**src/rtl/slice_alu.sv**
```systemverilog
module slice_alu #(
  parameter int W = 4
) (
  input  logic [W-1:0] op_a,
  input  logic [W-1:0] op_b,
  input  logic [1:0]   func,
  input  logic         carry_in,
  output logic [W-1:0] result,
  output logic         carry_out
);

  logic [3:0] en;
  logic       arith;
  logic [W:0] chain;

  always_comb begin
    en = 4'b0000;
    en[func] = 1'b1;
  end

  assign arith    = en[2] | en[3];
  assign chain[0] = en[2] | (en[3] & carry_in);

  for (genvar i = 0; i < W; i++) begin : g_slice
    logic ax, s_and, s_or, s_sum;
    assign ax           = op_a[i] ^ en[2];
    assign s_and        = op_a[i] & op_b[i];
    assign s_or         = op_a[i] | op_b[i];
    assign s_sum        = ax ^ op_b[i] ^ chain[i];
    assign chain[i+1]   = (ax & op_b[i]) | (chain[i] & (ax ^ op_b[i]));
    assign result[i]    = (en[0] & s_and) | (en[1] & s_or) | (arith & s_sum);
  end

  assign carry_out = arith & chain[W];

endmodule


```
**config.mk**
```make
export PLATFORM = sky130hd
export DESIGN_NAME = slice_alu
export DESIGN_NICKNAME = d
export VERILOG_FILES = /design/src/rtl/slice_alu.sv
export SDC_FILE = /design/constraint.sdc
export NUM_CORES = 1
export LEC_CHECK = 0
export BUFFER_PORTS_ARGS = -buffer_cell sky130_fd_sc_hd__buf_2
export CAP_MARGIN = 20
export CORE_AREA = 4 4 41 43
export DETAILED_ROUTE_END_ITERATION = 12
export DIE_AREA = 0 0 45 47
export PLACE_DENSITY_LB_ADDON = 0.2
export RECOVER_POWER = 25
export SLEW_MARGIN = 40
export SYNTH_ARGS = -nofsm -noshare
export SYNTH_HDL_FRONTEND = slang
export SYNTH_SLANG_ARGS = --single-unit
export TNS_END_PERCENT = 5
```
**constraint.sdc**
```tcl
create_clock -name vclk -period 3.9
set_clock_uncertainty 0.15 [all_clocks]
set_input_delay 0.78 -clock vclk [all_inputs]
set_output_delay 0.78 -clock vclk [all_outputs]
set_load 0.005 [all_outputs]
```
==> metrics.cfg <==
[power_and_ir_drop]
peakVddDrop_mv=0.0332
power_density_mw_per_mm2=142
total_power_w=0.0000558
leakagePower_nw=0.193

[critical_path]
critical_path.top_delay_family=adder cells
slowest_stage=fa_1
crit_path_frequent_cell=fa_2
start_kind=input pin
path_cells=buf_2 > nand2b_4 > xnor2_2 > fa_2 > fa_2 > fa_2 > fa_1 > nand2_1 > o31ai_1 > buf_2
path_depth=10
crit_type=input pin to output pin
arrival_ns=2.94
slowest_delay_ns=0.48
path_max_fanout=2
cp.required_ns=2.97
endpoint=result[3]
cp-startpoint=func[0]
worstSetupEndpointType=output pin
path_buf_inv=2

[sta]
setup_viol_count_final=0
fin_ws_ns=0.0303
fmax_ghz=0.258
slew_headroom=0.870
whs_ns=1.78
hold_violations=0
worst_pin_slew_ns=0.193
period_share=0.992
drv_slew=0
rsz0062_at_grt=yes
layout_min_cycle_time_ns=3.87

[placed_design]
place_ws_ns=-0.0479
portBuffers=16
place_congestion=0.607
dpl.hpwl_um=529
placedCellCount=63

[finish]
fin_util=0.301
multi_input_area_um2=260
antenna_cells=0
fillers=151
design.seq.count=0
fin_nets=65
stdcell_count=63
nClkBuffers=0
drive_gt1_frac=0.563
seqCellArea_um2=0
syn_to_final_growth_pct=37.9

[grt]
grt_usage=0.0595
grt_pass1_wl_um=972
overflow=0
grt_max_degree=9
grt_pass1_vias=257
antenna_found_initial=0

[yosys]
avgSynthCellArea_um2=9.16
yosys.area.top_type=fa_1
ys_warn_count=0
synth-seq-area-share=0
synth_area_leaders=fa_1, xnor2_2, o31ai_1
synth_nets=46
ys_types=12
yosysTopAreaCellShare=0.282
synth_area_um2=284
syn_inst=31

[detailed_routing]
routed_wl_um=595
final_antenna_net_count=0
vias=265
drt_iter0_drc=0
wl_per_cell_um=9.44
drcViolationCount=0
via_per_inst=4.21
firstDrtPassIters=1

[die]
fp.dieW_um=45
dieArea_mm2=0.00212
start_util=0.218
core_mm2=0.00130
io_pins=16
floorplan.rows=13
die_y_um=47

[job]
drv_cap=0

[min_path]
hp-class=input pin to output pin

[run_status]
outcome=complete, no violations

[cts]
cts_setup_buffers=0

-- through the flow --
stage	TNS, ns	cell area (um^2)
2_1_floorplan	0	289
3_3_place_gp	-0.0270	390
3_5_place_dp	-0.0479	390
4_1_cts	0	393
5_1_grt	-0.0894	392
6_report	0	392
-- worst min-delay path by stage --
stage | from | end | slack [ns] | cells past startpoint
3_3_place_gp | op_b[0] | result[0] | 1.80 | 4
2_1_floorplan | op_a[2] | result[2] | 1.55 | 2
3_5_place_dp | op_b[0] | result[0] | 1.80 | 4
4_1_cts | op_a[3] | result[3] | 1.80 | 4
5_1_grt | op_a[3] | result[3] | 1.84 | 4
6_report | op_b[0] | result[0] | 1.78 | 4
-- layout make-up --
type / count / share of cell area
Tap cell: 15 / 0.0479
Multi-Input combinational cell: 27 / 0.665
Inverter: 1 / 0.00958
Timing Repair Buffer: 20 / 0.278
-- layer usage --
layer | up-vias | global-route usage | wire length (um)
met3 | 0 | 0 | 53
met1 | 117 | 0.0783 | 252
li1 | 138 | - | -
met5 | - | 0 | 0
met2 | 10 | 0.116 | 290
met4 | 0 | 0 | 0
-- tightest hold or removal path, stage by stage --
cell	delay (ns)
buf_2	0.12
nor2_1	0.08
o31ai_1	0.07
clkbuf_1	0.10
-- logic make-up after synthesis --
family                     share of synthesized area
xor gates and xnor gates                       0.229
and+or+nand+nor                                0.176
adders and majority gates                      0.282
buffers and inverters                          0.110
AOI/OAI and AO/OA                              0.203
-- power breakdown --
| group | switching [W] | internal (W) | leakage, nW |
|---|---|---|---|
| logic | 0.0000260 | 0.0000297 | 0.193 |
| clock network | 0 | 0 | 0 |
| registers | 0 | 0 | 0 |
| total | 0.0000260 | 0.0000297 | 0.193 |
-- placed cells by master (no fill, tap or decap) --
cell | synthesis | layout
and2_1 | 1 | 1
buf_4 | 0 | 4
buf_2 | 1 | 15
fa_2 | 0 | 3
a21boi_1 | 1 | 1
a21oi_1 | 4 | 4
inv_1 | 1 | 1
o31ai_1 | 4 | 4
nand2b_4 | 1 | 1
fa_1 | 4 | 1
nand2_1 | 4 | 4
clkbuf_1 | 0 | 1
nor2_1 | 4 | 4
xnor2_2 | 4 | 4
-- what timing repair did --
item,4_1_cts,5_1_grt
hold buffers,0,0
setup endpoints to repair,1,1
gates resized for setup,1,0
Power figures use the tool's default switching activity.
